`src/rtl/mrs_pkg.sv`:
```
// Shared command codes and constants for the mode register load guard.
package mrs_pkg;
    typedef enum logic [2:0] {
        OP_NONE  = 3'd0,
        OP_LOAD  = 3'd1,
        OP_ACT   = 3'd2,
        OP_PREA  = 3'd3,
        OP_READ  = 3'd4,
        OP_WRITE = 3'd5
    } cmd_op_e;

    // Position of the self-clearing DLL-reset bit in the mode register.
    localparam int DLL_BIT = 8;
    // Width of the burst-length field at the bottom of the register.
    localparam int BL_W    = 3;
endpackage

```
`src/rtl/mrs_bank_tracker.sv`:
```
// Tracks the open/idle flag of each bank and the burst-in-progress flag.
// Assumes: all inputs are qualified pulses; precharge-all takes priority
// over activate when both are given in the same cycle.
module mrs_bank_tracker #(
    parameter int BANKS  = 8,
    parameter int BANK_W = 3
) (
    input  logic              clk,
    input  logic              rst_n,
    input  logic              act_go,
    input  logic [BANK_W-1:0] act_bank,
    input  logic              prea_go,
    input  logic              rw_go,
    input  logic              done_in,
    output logic [BANKS-1:0]  open_q,
    output logic              busy_q
);
    // Bank flags: precharge-all clears every bank, activate opens one.
    always_ff @(posedge clk) begin
        if (!rst_n) begin
            open_q <= '0;
        end else if (prea_go) begin
            open_q <= '0;
        end else if (act_go) begin
            open_q[act_bank] <= 1'b1;
        end
    end

    // Burst flag: read/write sets it; burst completion clears it; set wins.
    always_ff @(posedge clk) begin
        if (!rst_n) begin
            busy_q <= 1'b0;
        end else if (rw_go) begin
            busy_q <= 1'b1;
        end else if (done_in) begin
            busy_q <= 1'b0;
        end
    end

    // after a precharge-all no bank is open
    a_r7_prea_idles_all: assert property (@(posedge clk) disable iff (!rst_n)
        prea_go |=> (open_q == '0));
    // completion without a new burst leaves the flag low
    a_r8_done_clears: assert property (@(posedge clk) disable iff (!rst_n)
        (done_in && !rw_go) |=> !busy_q);
endmodule

```
`src/rtl/mrs_lockout.sv`:
```
// Down-counter that holds off commands for TMRD cycles after a load.
// Assumes: TMRD >= 1; start is only given while the counter is at zero.
module mrs_lockout #(
    parameter int TMRD = 2
) (
    input  logic clk,
    input  logic rst_n,
    input  logic start,
    output logic busy
);
    localparam int CNT_W = $clog2(TMRD + 1);

    logic [CNT_W-1:0] cnt_q;

    // Counter: reload on start, otherwise count down to zero and stay.
    always_ff @(posedge clk) begin
        if (!rst_n) begin
            cnt_q <= '0;
        end else if (start) begin
            cnt_q <= CNT_W'(TMRD);
        end else if (cnt_q != '0) begin
            cnt_q <= cnt_q - 1'b1;
        end
    end

    assign busy = (cnt_q != '0);

    // the count never exceeds the programmed window
    a_r4_count_in_range: assert property (@(posedge clk) disable iff (!rst_n)
        cnt_q <= CNT_W'(TMRD));
    // a load always opens the window on the next cycle
    a_r4_start_opens_window: assert property (@(posedge clk) disable iff (!rst_n)
        start |=> busy);
endmodule

```
`src/rtl/mrs_mode_store.sv`:
```
// Holds the mode register; the DLL-reset bit clears itself one cycle after
// it is loaded as 1, with a pulse marking that cycle.
// Assumes: no write arrives in the cycle after a write (the lockout ensures it).
module mrs_mode_store #(
    parameter int MR_W = 14
) (
    input  logic            clk,
    input  logic            rst_n,
    input  logic            wr_en,
    input  logic [MR_W-1:0] wr_data,
    output logic [MR_W-1:0] mode_q,
    output logic            dll_pulse_q
);
    import mrs_pkg::*;

    // Register contents: full overwrite on a write, else self-clear bit 8.
    always_ff @(posedge clk) begin
        if (!rst_n) begin
            mode_q <= '0;
        end else if (wr_en) begin
            mode_q <= wr_data;
        end else if (dll_pulse_q) begin
            mode_q[DLL_BIT] <= 1'b0;
        end
    end

    // Pulse flag: marks the one cycle in which the loaded bit 8 is still set.
    always_ff @(posedge clk) begin
        if (!rst_n) begin
            dll_pulse_q <= 1'b0;
        end else begin
            dll_pulse_q <= wr_en && wr_data[DLL_BIT];
        end
    end

    // the pulse lasts one cycle and bit 8 is clear afterwards
    a_r5_dll_self_clears: assert property (@(posedge clk) disable iff (!rst_n)
        (dll_pulse_q && !wr_en) |=> (!dll_pulse_q && !mode_q[DLL_BIT]));
    // a write is seen in full on the next cycle
    a_r3_full_write: assert property (@(posedge clk) disable iff (!rst_n)
        wr_en |=> (mode_q == $past(wr_data)));
endmodule

```
`src/rtl/mrs_cmd_guard.sv`:
```
// Mode register load guard: decodes commands, refuses loads while a bank is
// open or a burst runs, writes the whole register on a legal load, and then
// blocks all commands for TMRD cycles.
// Assumes: commands are already decoded; TMRD >= 1; MR_W > 8.
module mrs_cmd_guard #(
    parameter int BANKS = 8,
    parameter int MR_W  = 14,
    parameter int TMRD  = 2,
    localparam int BANK_W = (BANKS > 1) ? $clog2(BANKS) : 1
) (
    input  logic                    clk,
    input  logic                    rst_n,
    input  logic                    cmd_valid,
    input  logic [2:0]              cmd_op,
    input  logic [BANK_W-1:0]       cmd_bank,
    input  logic [MR_W-1:0]         cmd_data,
    input  logic                    burst_done,
    output logic [MR_W-1:0]         mode_reg,
    output logic [mrs_pkg::BL_W-1:0] burst_len,
    output logic [BANKS-1:0]        bank_open,
    output logic                    burst_busy,
    output logic                    lock_busy,
    output logic                    cmd_blocked,
    output logic                    load_err,
    output logic                    dll_reset_pulse
);
    import mrs_pkg::*;

    cmd_op_e op;
    logic    cmd_live, go, load_req, load_ok, load_bad;
    logic    act_go, prea_go, rw_go;

    // Command decode: a live command is a known nonzero code with valid high.
    always_comb begin
        op       = cmd_op_e'(cmd_op);
        cmd_live = cmd_valid && (cmd_op >= 3'd1) && (cmd_op <= 3'd5);
        go       = cmd_live && !lock_busy;
        load_req = go && (op == OP_LOAD);
        load_ok  = load_req && (bank_open == '0) && !burst_busy;
        load_bad = load_req && !load_ok;
        act_go   = go && (op == OP_ACT);
        prea_go  = go && (op == OP_PREA);
        rw_go    = go && ((op == OP_READ) || (op == OP_WRITE));
    end

    mrs_bank_tracker #(.BANKS(BANKS), .BANK_W(BANK_W)) u_banks (
        .clk      (clk),
        .rst_n    (rst_n),
        .act_go   (act_go),
        .act_bank (cmd_bank),
        .prea_go  (prea_go),
        .rw_go    (rw_go),
        .done_in  (burst_done),
        .open_q   (bank_open),
        .busy_q   (burst_busy)
    );

    mrs_lockout #(.TMRD(TMRD)) u_lock (
        .clk   (clk),
        .rst_n (rst_n),
        .start (load_ok),
        .busy  (lock_busy)
    );

    mrs_mode_store #(.MR_W(MR_W)) u_store (
        .clk         (clk),
        .rst_n       (rst_n),
        .wr_en       (load_ok),
        .wr_data     (cmd_data),
        .mode_q      (mode_reg),
        .dll_pulse_q (dll_reset_pulse)
    );

    // Status pulses: refused loads and commands refused by the lockout.
    always_ff @(posedge clk) begin
        if (!rst_n) begin
            load_err    <= 1'b0;
            cmd_blocked <= 1'b0;
        end else begin
            load_err    <= load_bad;
            cmd_blocked <= cmd_live && lock_busy;
        end
    end

    assign burst_len = mode_reg[BL_W-1:0];

    // a refused load leaves the register as it was
    a_r1_err_keeps_mode: assert property (@(posedge clk) disable iff (!rst_n)
        load_err |-> $stable(mode_reg));
    // the register changes by a load only from an idle, burst-free state
    a_r2_update_only_idle: assert property (@(posedge clk) disable iff (!rst_n)
        (!$stable(mode_reg) && !$past(dll_reset_pulse)) |->
            (($past(bank_open) == '0) && !$past(burst_busy)));
    // a blocked pulse only follows a cycle in the lockout window
    a_r4_block_in_window: assert property (@(posedge clk) disable iff (!rst_n)
        cmd_blocked |-> $past(lock_busy));
    // an error and a block never report the same command
    a_r4_err_or_block: assert property (@(posedge clk) disable iff (!rst_n)
        !(load_err && cmd_blocked));
endmodule

```
`config.mk`:
```
export PLATFORM = sky130hd
export DESIGN_NAME = mrs_cmd_guard
export DESIGN_NICKNAME = d
export VERILOG_FILES = /design/src/rtl/mrs_pkg.sv /design/src/rtl/mrs_bank_tracker.sv /design/src/rtl/mrs_lockout.sv /design/src/rtl/mrs_mode_store.sv /design/src/rtl/mrs_cmd_guard.sv
export SDC_FILE = /design/constraint.sdc
export NUM_CORES = 1
export LEC_CHECK = 0
export ABC_CLOCK_PERIOD_IN_PS = 4600
export BUFFER_PORTS_ARGS = -buffer_cell sky130_fd_sc_hd__buf_2
export CAP_MARGIN = 20
export CORE_MARGIN = 2
export CORE_UTILIZATION = 40
export DETAILED_ROUTE_END_ITERATION = 8
export HOLD_SLACK_MARGIN = 0.1
export PLACE_DENSITY = 0.7
export SYNTH_ARGS = -nofsm -noshare
export SYNTH_HDL_FRONTEND = slang
export SYNTH_SLANG_ARGS = --single-unit
```
`constraint.sdc`:
```
create_clock -name clk -period 4.6 [get_ports clk]
set_clock_uncertainty 0.15 [all_clocks]
set_input_delay 0.46 -clock clk [delete_from_list [all_inputs] [get_ports clk]]
set_output_delay 0.46 -clock clk [all_outputs]
set_load 0.02 [all_outputs]
```
== After elaboration in Yosys (flattened, before gate mapping) ==
Index checks and enable logic that the tools add are counted.
Storage, ports and cells
  flip-flop bits (word level): 28
  word-level logic and storage cells: 53
Operators by class
  add/subtract/negate cells: 1
  order comparisons: 4
  equality and inequality tests: 5
  mux-type cells: 8
  bitwise operators: 2
  reductions and logical operators: 24
Operator list (number)
  $logic_and 1x1->1: 13
  $logic_not 8->1: 1
  $or 8x8->8: 1
  $reduce_bool 2->1: 4
  $eq 3x2->1 const B: 2
  $eq 3x3->1 const B: 2
  $ge 3x1->1 const B: 2
  $mux 1: 5
  $lt 3x4->1 const B: 1
  $mux 2: 2
  $reduce_or 2->1: 2
  $demux 1 s3: 1
  $eq 3x1->1 const B: 1
  $le 3x3->1 const B: 1
  $logic_not 1->1: 3
  $sub 2x1->2 const B: 1
  $logic_or 1x1->1: 1
  $not 1->1: 1

== Logic depth before layout (Yosys ltp) ==
Gate-level depths: netlist of the first run.
  word-level depth: 9
  depth in mapped cells: 5

== By module ==
Synthesis of the first run repeated with hierarchy kept, for this count alone.
Second synthesis, totals
  cells, all modules: 109
  area, all modules: 1156.1 um^2
By module, submodules not included
  mrs_mode_store: instances 1, cells an instance 47, area each 571.8 um^2, seq. area each 300.3 um^2
  mrs_bank_tracker: instances 1, cells an instance 36, area each 347.8 um^2, seq. area each 180.2 um^2
  mrs_cmd_guard: instances 1, cells an instance 20, area each 166.4 um^2, seq. area each 40.0 um^2
  mrs_lockout: instances 1, cells an instance 6, area each 70.1 um^2, seq. area each 40.0 um^2

== Worst setup path after synthesis of the first run ==
No wires, ideal clock.
  kind: input -> register
  start point: input port cmd_op[2]
  end point: register u_store.mode_q[8]
  setup time: 0.072 ns
  arrival time: 1.314 ns
  slack: 3.064 ns
  stages on the path: 5
  path buffers: 2
  cell sequence: nor4b_2 and4_1 buf_6 buf_12 mux2i_1
On the way
  word-level cells in the longest chain between the ends: 8
  elaborated cells on any way between the ends: 11
  classes of those cells: order compare (2); eq/ne (1); mux (1); reduce/logical (7)
Ends and longest elaborated chain
  from (decl): line mrs_cmd_guard.sv:14  | input logic [2:0] cmd_op,
  $ge 3x1->1: line mrs_cmd_guard.sv:36  | cmd_live = cmd_valid && (cmd_op >= 3'd1) && (cmd_op <= 3'd5);
  $logic_and 1x1->1 (2 in series): line mrs_cmd_guard.sv:36
  $logic_and 1x1->1: line mrs_cmd_guard.sv:37  | go = cmd_live && !lock_busy;
  $logic_and 1x1->1 *: line mrs_cmd_guard.sv:38  | load_req = go && (op == OP_LOAD);
  $logic_and 1x1->1 * (2 in series): line mrs_cmd_guard.sv:39  | load_ok = load_req && (bank_open == '0) && !burst_busy;
  $mux 1 or $reduce_bool 2->1 (tied branches)
  to (signal assigned): line mrs_mode_store.sv:21  | mode_q <= wr_data;
  to (decl): line mrs_mode_store.sv:11  | output logic [MR_W-1:0] mode_q,
Mark *: on every way between the ends. The rest lies on a longest branch, timed or not.
A chain may end at the register's enable or synchronous reset.

== Worst setup path after layout of the first run ==
  start point: register u_lock.cnt_q[1]
  end point: register u_store.mode_q[12]
On the way
  word-level cells in the longest chain between the ends: 6
Ends and longest elaborated chain
  from (decl): line mrs_lockout.sv:13  | logic [CNT_W-1:0] cnt_q;
  from (signal assigned): line mrs_lockout.sv:20  | cnt_q <= CNT_W'(TMRD);
  from (signal assigned): line mrs_lockout.sv:22  | cnt_q <= cnt_q - 1'b1;
  $reduce_bool 2->1: line mrs_lockout.sv:26  | assign busy = (cnt_q != '0);
  $logic_not 1->1: line mrs_cmd_guard.sv:37
  $logic_and 1x1->1: line mrs_cmd_guard.sv:37
  $logic_and 1x1->1: line mrs_cmd_guard.sv:38
  $logic_and 1x1->1 (2 in series): line mrs_cmd_guard.sv:39
Every way passes these cells.

==> results.toml, run 1 <==
[timing]
finalSetupViolCount = 0
setup_tns_ps = 0
rsz0062_at_grt = "no"
min_period_over_period = 0.552
finalMaxSlewViolations = 0
worst_pin_slew_ps = 866
slew_headroom = 0.422
hold_viol_final = 0
period_minus_slack_ps = 2540
fmax_mhz = 394

[synth]
ys.warnings.count = 0
async_reset_ff_frac = 0
postSynthAreaPerCell_um2 = 9.33
ys.flop_type = "dfxtp_1"
ys_seq_area_frac = 0.484
syn_area_um2 = 1160
synth-edff-count = 0
synth_top_cell_area_share = 0.484
syn_nets = 148
synth.area.top_cells = "dfxtp_1 (48%), mux2i_1 (12%), nand2_1 (9.1%), nor2_1 (3.6%), a41oi_1 (3.0%)"
synth_top_area_cell = "dfxtp_1"
ys_types = 28
postSynthCellCount = 124
ys_ff_latch = 28
synth_commonest_cells = "dfxtp_1 (28), nand2_1 (28), mux2i_1 (14), nor2_1 (11)"

[global_route]
grt_pass1_wl_um = 4000
grt_use_total = 0.154
grt-ovfl-total = 0
antenna_found_initial = 0
grt_pass1_vias = 882
grt_max_degree = 33

[clock_tree]
cts.sinks = 28
cts_max_level = 1
post_cts_resized = 0
clockBufferDepth = 2
cts_root_buffer = "clkbuf_4"
clock_latency_ps = 320
cts_made_buffers = 3
cts_tree = "yes"
post_cts_buffers = 0
cts.clk_slew.worst_paths_ps = 140
cts_hold_buf = 0

[outcome]
outcome = "completed"

[route]
ant_nets = 0
dr.pass1.iters = 4
vias = 1030
route.detailed.drc = 0
drtIter0Drc = 34
viasPerCell = 5.07
wire_per_inst_um = 12.5
wl_um = 2540

[pwr]
power.share.clock = 0.348
swShare = 0.219
intPower_mw = 0.353
ir_drop_uv = 225
seq_power_share = 0.551
power_leakage_nw = 0.667
power_density_nw_per_um2 = 313
p_sw_mw = 0.0989
comb_power_share = 0.102

[critical_path]
reg2reg_slack_ps = 2060
rr_worst_depth = 3
crit_fanout = 16
cp_data_required_time_ps = 4700
endpoint_kind = "flip-flop"
worstSetupStartpointType = "flip-flop"
reg2reg_from = "u_lock.cnt_q[1]"
worst_r2r_endpoint = "u_store.mode_q[12]"
critPathKind = "reg -> reg"
crit_arrival_ps = 2640

[die]
fp.dieW_um = 57.8
die_h_um = 57.8
io_pins = 54
fp-row-count = 19
core_area_um2 = 2760
initial_core_util = 0.420
design.die.area_um2 = 3340

[cells_and_area]
fill_cells = 276
diodes = 0
fin_nets = 197
layout-area-overhead-vs-synth_pct = 24.8
drive_gt1_frac = 0.349
finalInstanceArea_um2 = 1440

[place]
hpwlAfterDp_um = 1940
gp_congestion = 0.730
io_buffers = 53
placed_cell_area_um2 = 1390

[hold_path]
hold_start = "cmd_op[2]"
min_delay_path_depth = 2
hold_path.class = "in -> reg"
min_to = "cmd_blocked"

[flow_run]
cap_violations = 0
[worst max-delay path, stage by stage (launching register included)]
cell and delay, ps:
dfxtp_1 380, nor4b_2 760, and4_1 890, mux2i_1 280
[power groups by stage]
| stage | Clock, mW | Sequential (mW) | Combinational (mW) |
|---|---|---|---|
| CTS | 0.161 | 0.249 | 0.0460 |
| global route | 0.172 | 0.250 | 0.0509 |
| finish | 0.157 | 0.249 | 0.0459 |
| detailed placement | 0 | 0.254 | 0.0459 |
| global placement | 0 | 0.254 | 0.0447 |
| floorplan | 0 | 0.258 | 0.0237 |
[metal layers]
layer,vias to the layer above,part of all wire,global-route usage
met5,-,0,0
met4,0,0.019,0.0631
met3,6,0.084,0.0379
met2,45,0.42,0.234
met1,456,0.47,0.210
li1,523,-,-
[placed cells by master (no fill, tap or decap)]
cell type  count
nor4b_2        1
and2_1         2
nor4b_1        2
or2_1          1
nand3_1        1
inv_2          1
a211oi_1       1
nand3b_1       1
nor4_1         2
nor3b_1        2
mux2i_1       14
a31oi_1        4
nor2_1        11
and4_1         1
nor3_1         2
a41oi_1        4
dfxtp_1       28
clkbuf_4       3
o21a_1         1
a21oi_1        1
bufinv_16      1
and3_1         2
nand2_1       28
a31o_2         1
nor2b_1        4
buf_2         53
[cell type report]
cell class	instances	area, µm²	area share
Multi-Input combinational cell	86	523	0.362
Clock inverter	1	30.0	0.0208
Clock buffer	3	22.5	0.0156
Tap cell	31	38.8	0.0269
Timing Repair Buffer	53	265	0.184
Inverter	1	3.75	0.00260
Sequential cell	28	561	0.388
[metrics by stage]
stage	cells	util	hold WS, ps	power [mW]	setup WS [ps]
floorplan	124	-	317	0.282	3060
global placement	199	0.505	289	0.299	2000
detailed placement	199	0.505	301	0.300	1900
CTS	203	0.524	204	0.456	2050
global route	203	0.524	208	0.472	1870
finish	203	0.524	208	0.452	2060
[registers in the layout (all words and copies together), names as in the netlist]
name / count
u_banks.busy_q: 1
u_store.mode_q: 14
u_banks.open_q: 8
u_store.dll_pulse_q: 1
cmd_blocked: 1
u_lock.cnt_q: 2
load_err: 1
[worst max-delay path by stage]
stage                                from            endpoint  cells after the start
after floorplan                 cmd_op[2]   u_store.mode_q[8]                      5
after global placement          cmd_op[2]   u_store.mode_q[6]                      4
after detailed placement        cmd_op[2]  u_store.mode_q[12]                      4
after CTS                 u_lock.cnt_q[1]  u_store.mode_q[12]                      3
after global routing      u_lock.cnt_q[1]  u_store.mode_q[12]                      3
final                     u_lock.cnt_q[1]  u_store.mode_q[12]                      3
[kinds of logic (layout without fill, tap and decap cells)]
logic type / count (synthesis) / after routing / share of synthesized area
buffers and inverters: 10 / 58 / 0.0638
DFF: 28 / 28 / 0.484
AOI/OAI and AO/OA: 12 / 12 / 0.0768
muxes: 14 / 14 / 0.121
and+or+nand+nor: 60 / 60 / 0.254
Power figures use the tool's default switching activity.
==> inputs of run 2 (changes only) <==
ABC_CLOCK_PERIOD_IN_PS = 2500   (was 4600)
clock period = 2.5 ns   (was 4.6 ns; I/O delays follow)
==> run 2 against run 1 <==
  * First-iteration DRC count increased by 29%
  * Wire length increased by 12%
  * Critical path depth increased by 4
  * Global-route usage increased by 2.2 points
  * Design area increased by 16%
  * Clock power increased by 91%
  * Sequential share of layout area decreased by 5.2 points
  * Via count increased by 9.6%
  * Combinational power increased by 140%
  * Power increased by 92%
  * Die area unchanged
  * Sequential power increased by 84%
  * Highest routed layer unchanged
==> results.toml, run 2 (synthesis results as in run 1) <==
[outcome]
outcome = "completed"

[pwr]
comb_power_share = 0.127
swShare = 0.227
p_sw_mw = 0.197
power.share.clock = 0.346
power_density_nw_per_um2 = 520
ir_drop_uv = 412
power_leakage_nw = 0.769
power_mw = 0.868
seq_power_share = 0.527
intPower_mw = 0.671

[route]
dr.pass1.iters = 4
wl_um = 2830
ant_nets = 0
drtIter0Drc = 44
viasPerCell = 5.00
route.detailed.drc = 0
vias = 1129
wire_per_inst_um = 12.5

[clock_tree]
clockBufferDepth = 2
cts.clk_slew.worst_paths_ps = 170
cts.sinks = 28
cts_root_buffer = "clkbuf_4"
cts_max_level = 1
post_cts_resized = 0
clock_latency_ps = 330
cts_tree = "yes"
cts_made_buffers = 3

[critical_path]
path_common_cell = "dlygate4sd3_1"
reg2reg_slack_ps = 610
crit_fanout = 11
crit_arrival_ps = 2210
endpoint_kind = "flip-flop"
rr_worst_depth = 5
reg2reg_from = "u_lock.cnt_q[1]"
worst_r2r_endpoint = "load_err"
cp_data_required_time_ps = 2650
worstSetupStartpointType = "primary input"
cp_slowest_cell = "dlygate4sd3_1"
slowest_delay_ps = 570
critPathKind = "in -> reg"
crit_chain = "dlygate4sd3_1 -> buf_2 -> nor4b_2 -> buf_4 -> nand2_1 -> nor4_1 -> dlygate4sd3_1"

[hold_path]
min_delay_path_depth = 4
hold_path.class = "in -> reg"
hold_start = "cmd_bank[2]"
min_to = "u_banks.open_q[2]"

[timing]
rsz0062_at_grt = "no"
slew_headroom = 0.653
hold_viol_final = 0
period_minus_slack_ps = 2060
min_period_over_period = 0.826
finalSetupViolCount = 0
setup_tns_ps = 0
fmax_mhz = 484
worst_pin_slew_ps = 521
finalMaxSlewViolations = 0

[global_route]
grt_max_degree = 33
antenna_found_initial = 0
grt_pass1_wl_um = 4620
grt_pass1_vias = 1124
grt_use_total = 0.176
grt-ovfl-total = 0

[die]
fp.dieW_um = 57.8
core_area_um2 = 2760
die_h_um = 57.8
design.die.area_um2 = 3340
initial_core_util = 0.420
io_pins = 54
fp-row-count = 19

[cells_and_area]
layout_common_cells = "buf_2 (53), nand2_1 (28), dfxtp_1 (28)"
drive_gt1_frac = 0.318
final_common_cell = "buf_2"
largest_reg_flops = 14
reg.largest.list = "u_store.mode_q: 14 flops, u_banks.open_q: 8 flops, u_lock.cnt_q: 2 flops"
fin_nets = 220
diodes = 0
layout-area-overhead-vs-synth_pct = 44.2
top_register = "u_store.mode_q"

[place]
io_buffers = 53
gp_congestion = 0.755
hpwlAfterDp_um = 1830

[flow_run]
cap_violations = 0
-- run 2: changes by cell type in the layout (fill, tap and decap cells not counted), sizes merged --
cell         previous run  this run
buf                    53        55
dlygate4sd3             0        21
-- run 2: worst max-delay path by stage --
stage,start,to,slack [ps],cells past startpoint
floorplan,u_banks.open_q[3],u_store.mode_q[8],970,5
global placement,u_lock.cnt_q[1],u_store.mode_q[5],830,5
detailed placement,u_lock.cnt_q[1],u_store.mode_q[1],740,5
CTS,cmd_op[2],load_err,460,7
global route,cmd_op[2],load_err,340,7
finish,cmd_op[2],load_err,440,7
-- run 2: power groups by stage --
stage / Combinational (mW) / Sequential [mW] / Clock [mW]
2_1_floorplan: 0.0436 / 0.475 / 0
3_3_place_gp: 0.0839 / 0.467 / 0
3_5_place_dp: 0.0861 / 0.468 / 0
4_1_cts: 0.110 / 0.458 / 0.300
5_1_grt: 0.121 / 0.459 / 0.314
6_report: 0.110 / 0.458 / 0.300
-- run 2: layer usage --
layer	share of wire	GRT usage
met5	0	0
met4	0.016	0.0631
met3	0.063	0.0335
met2	0.47	0.320
met1	0.45	0.206
-- run 2: timing repair --
action	4_1_cts	5_1_grt
endpoints found under the hold margin	20	0
buffers inserted	0	0
setup endpoints to repair	0	0
hold buffers	21	0
-- run 2: cell type report --
type,instances,area [µm²]
Inverter,1,3.75
Timing Repair Buffer,76,490
Tap cell,31,38.8
Clock buffer,3,22.5
Sequential cell,28,561
Clock inverter,1,30.0
Fill cell,249,1090
Multi-Input combinational cell,86,523
-- run 2: metrics by stage --
| step | area (µm²) | std cells | setup slack [ps] | hold WS, ps | util |
|---|---|---|---|---|---|
| 6_report | 1670 | 226 | 435 | 146 | 0.605 |
| 3_3_place_gp | 1410 | 201 | 828 | 289 | 0.510 |
| 4_1_cts | 1670 | 226 | 459 | 152 | 0.605 |
| 2_1_floorplan | 1160 | 124 | 974 | 176 | - |
| 5_1_grt | 1670 | 226 | 338 | 159 | 0.605 |
| 3_5_place_dp | 1410 | 201 | 735 | 300 | 0.510 |
-- run 2: critical path, delay by kind of cell --
family / cells / cell delay (ps)
buffers and inverters: 4 / 1460
AND/OR/NAND/NOR: 3 / 510
==> inputs of run 3 (changes only) <==
ABC_AREA = 1   (was unset)
ABC_CLOCK_PERIOD_IN_PS = 1840   (was 2500)
PLACE_DENSITY = 0.72   (was 0.7)
clock period = 1.84 ns   (was 2.5 ns; I/O delays follow)
==> run 3 against run 2 <==
  * The run now ends with DRC left
  * Wire length increased by 12%
  * Count of clock-buffer cells in the layout stayed put
  * Design area grew 7.9%
  * Core utilization increased by 3.7 points
  * Sequential cell count unchanged
  * Die area rose by 3.5%
  * Critical endpoint is now u_banks.open_q[4]
  * Largest power group unchanged
  * Highest routed layer unchanged
==> results.toml, run 3 <==
[critical_path]
critPathKind = "in -> reg"
crit_chain = "dlygate4sd3_1 -> buf_2 -> inv_1 -> nor3_2 -> dlygate4sd3_1 -> nand3_1 -> a21oi_2"
worst_r2r_endpoint = "u_banks.busy_q"
endpoint_kind = "flip-flop"
crit_buf_inv = 4
reg2reg_from = "u_lock.cnt_q[1]"
crit_fanout = 5
crit_arrival_ps = 1910
slowest_delay_ps = 590
reg2reg_slack_ps = 150
worstSetupStartpointType = "primary input"
rr_worst_depth = 6
path_common_cell = "dlygate4sd3_1"
cp_slowest_cell = "dlygate4sd3_1"
crit_family = "buffers and inverters"
cp_data_required_time_ps = 1970

[cells_and_area]
multi_input_area_um2 = 520
largest_reg_flops = 14
fin_nets = 262
layout-area-overhead-vs-synth_pct = 50.0
final_util = 0.642
final_common_cell = "buf_2"
top_register = "u_store.mode_q"
final_cells = 268
drive_gt1_frac = 0.316
ff_latch_area_um2 = 561
diodes = 0
layout_common_cells = "buf_2 (53), nand3_1 (39), dfxtp_1 (28)"
reg.largest.list = "u_store.mode_q: 14 flops, u_banks.open_q: 8 flops, u_lock.cnt_q: 2 flops"
fill_cells = 241
finalInstanceArea_um2 = 1800

[synth]
synth_top_cell_area_share = 0.467
synth-edff-count = 0
synth.area.top_cells = "dfxtp_1 (47%), nand3_1 (16%), nand2_1 (6.9%), inv_1 (6.6%), nor3_1 (4.2%)"
ys_seq_area_frac = 0.467
ys_types = 21
ys.flop_type = "dfxtp_1"
ys.warnings.count = 0
synthMostInstantiatedCell = "nand3_1"
postSynthCellCount = 158
syn_area_um2 = 1200
ys_ff_latch = 28
async_reset_ff_frac = 0
synth_top_area_cell = "dfxtp_1"
synth_commonest_cells = "nand3_1 (39), dfxtp_1 (28), nand2_1 (22), inv_1 (21)"
syn_nets = 182
postSynthAreaPerCell_um2 = 7.60

[die]
core_area_um2 = 2810
design.die.area_um2 = 3460
initial_core_util = 0.428
fp.dieW_um = 58.8
fp-row-count = 19
die_h_um = 58.8
io_pins = 54

[hold_path]
hold_path.class = "in -> reg"
hold_start = "cmd_op[2]"
min_delay_path_depth = 4
min_to = "u_banks.open_q[0]"

[pwr]
power.share.clock = 0.338
seq_power_share = 0.515
power_leakage_nw = 0.936
ir_drop_uv = 354
comb_power_share = 0.147
power_density_nw_per_um2 = 668
p_sw_mw = 0.283
intPower_mw = 0.921
swShare = 0.235

[global_route]
grt_pass1_wl_um = 4750
grt_use_total = 0.179
grt_use_met2 = 0.324
met1_usage = 0.204
grt_pass1_vias = 1166
use_met3 = 0.0286
antenna_found_initial = 0
grt_max_degree = 30
gr-max-usage-layer = "met2"
grt-ovfl-total = 0

[timing]
finalSetupViolCount = 0
slew_headroom = 0.669
finalMaxSlewViolations = 0
rsz0062_at_grt = "no"
period_minus_slack_ps = 1780
min_period_over_period = 0.968
worst_pin_slew_ps = 494
hold_viol_final = 0
setup_tns_ps = 0
fmax_mhz = 561

[clock_tree]
cts.clk_slew.worst_paths_ps = 150
cts_tree = "yes"
cts_made_buffers = 3
clockBufferDepth = 2
clock_latency_ps = 330
cts_max_level = 1
cts.sinks = 28
cts_root_buffer = "clkbuf_4"

[flow_run]
cap_violations = 0

[route]
wl_um = 3180
drtIter0Drc = 39
viasPerCell = 4.74
ant_nets = 0
dr.pass1.iters = 6
vias = 1269
route.detailed.drc = 2
wire_per_inst_um = 11.9

[outcome]
violations = "DRC"
outcome = "complete, but fails checks"

[place]
io_buffers = 53
placed_cell_area_um2 = 1480
hpwlAfterDp_um = 1970
gp_congestion = 0.737
dp.cells = 237
==> run 3: logic make-up after synthesis <==
group / after synthesis / share of synthesized area
flops: 28 / 0.467
simple gates: 89 / 0.370
compound gates: 12 / 0.0562
buf+inv: 29 / 0.107
==> run 3: stage by stage <==
| step | power (mW) | hold slack, ps | worst slack, ps |
|---|---|---|---|
| after floorplan | 0.705 | 172 | 375 |
| after global placement | 0.757 | 259 | 393 |
| after detailed placement | 0.757 | 262 | 372 |
| after CTS | 1.19 | 106 | 26.6 |
| after global routing | 1.24 | 136 | 4.87 |
| final | 1.20 | 114 | 58.2 |
==> run 3: worst max-delay path by stage <==
stage / to / startpoint / slack [ps] / depth (start not counted)
2_1_floorplan: u_store.mode_q[0] / u_lock.cnt_q[1] / 370 / 7
3_3_place_gp: load_err / u_lock.cnt_q[1] / 390 / 6
3_5_place_dp: u_lock.cnt_q[0] / u_lock.cnt_q[1] / 370 / 6
4_1_cts: u_banks.busy_q / u_lock.cnt_q[1] / 30 / 6
5_1_grt: u_banks.busy_q / u_lock.cnt_q[1] / 5 / 6
6_report: u_banks.open_q[4] / cmd_bank[2] / 60 / 7
==> run 3: layout make-up <==
class | instances | share of cell area
sequential | 28 | 0.311
timing repair buffer | 83 | 0.306
multi-input combinational | 101 | 0.289
inverter | 21 | 0.0437
tap | 31 | 0.0215
clock inverter | 1 | 0.0167
clock buffer | 3 | 0.0125
==> run 3: layer usage <==
layer	share of wire	up-vias	routed length (µm)
met5	0	-	0
met4	0.017	0	54
met3	0.030	6	95
met2	0.53	29	1690
met1	0.42	563	1340
li1	-	671	-
==> run 3: power groups by stage <==
stage / Combinational (mW) / Sequential, mW / Clock [mW]
3_3_place_gp: 0.124 / 0.633 / 0
6_report: 0.177 / 0.620 / 0.406
5_1_grt: 0.192 / 0.621 / 0.428
2_1_floorplan: 0.0627 / 0.642 / 0
3_5_place_dp: 0.124 / 0.633 / 0
4_1_cts: 0.163 / 0.620 / 0.410
==> run 3: timing repair <==
item	in CTS	in global routing
hold buffers	24	0
endpoints found under the setup margin	0	2
endpoints found under the hold margin	27	0
buffers inserted	0	3
resized for setup	0	3
==> run 3: worst register-to-register path, cell delays in order, from the launching register on <==
cell           delay, ps
dfxtp_1              350
nor2_2               190
inv_2                 90
nor2_8               110
nand3_1               80
a21oi_1              120
dlygate4sd3_1        550
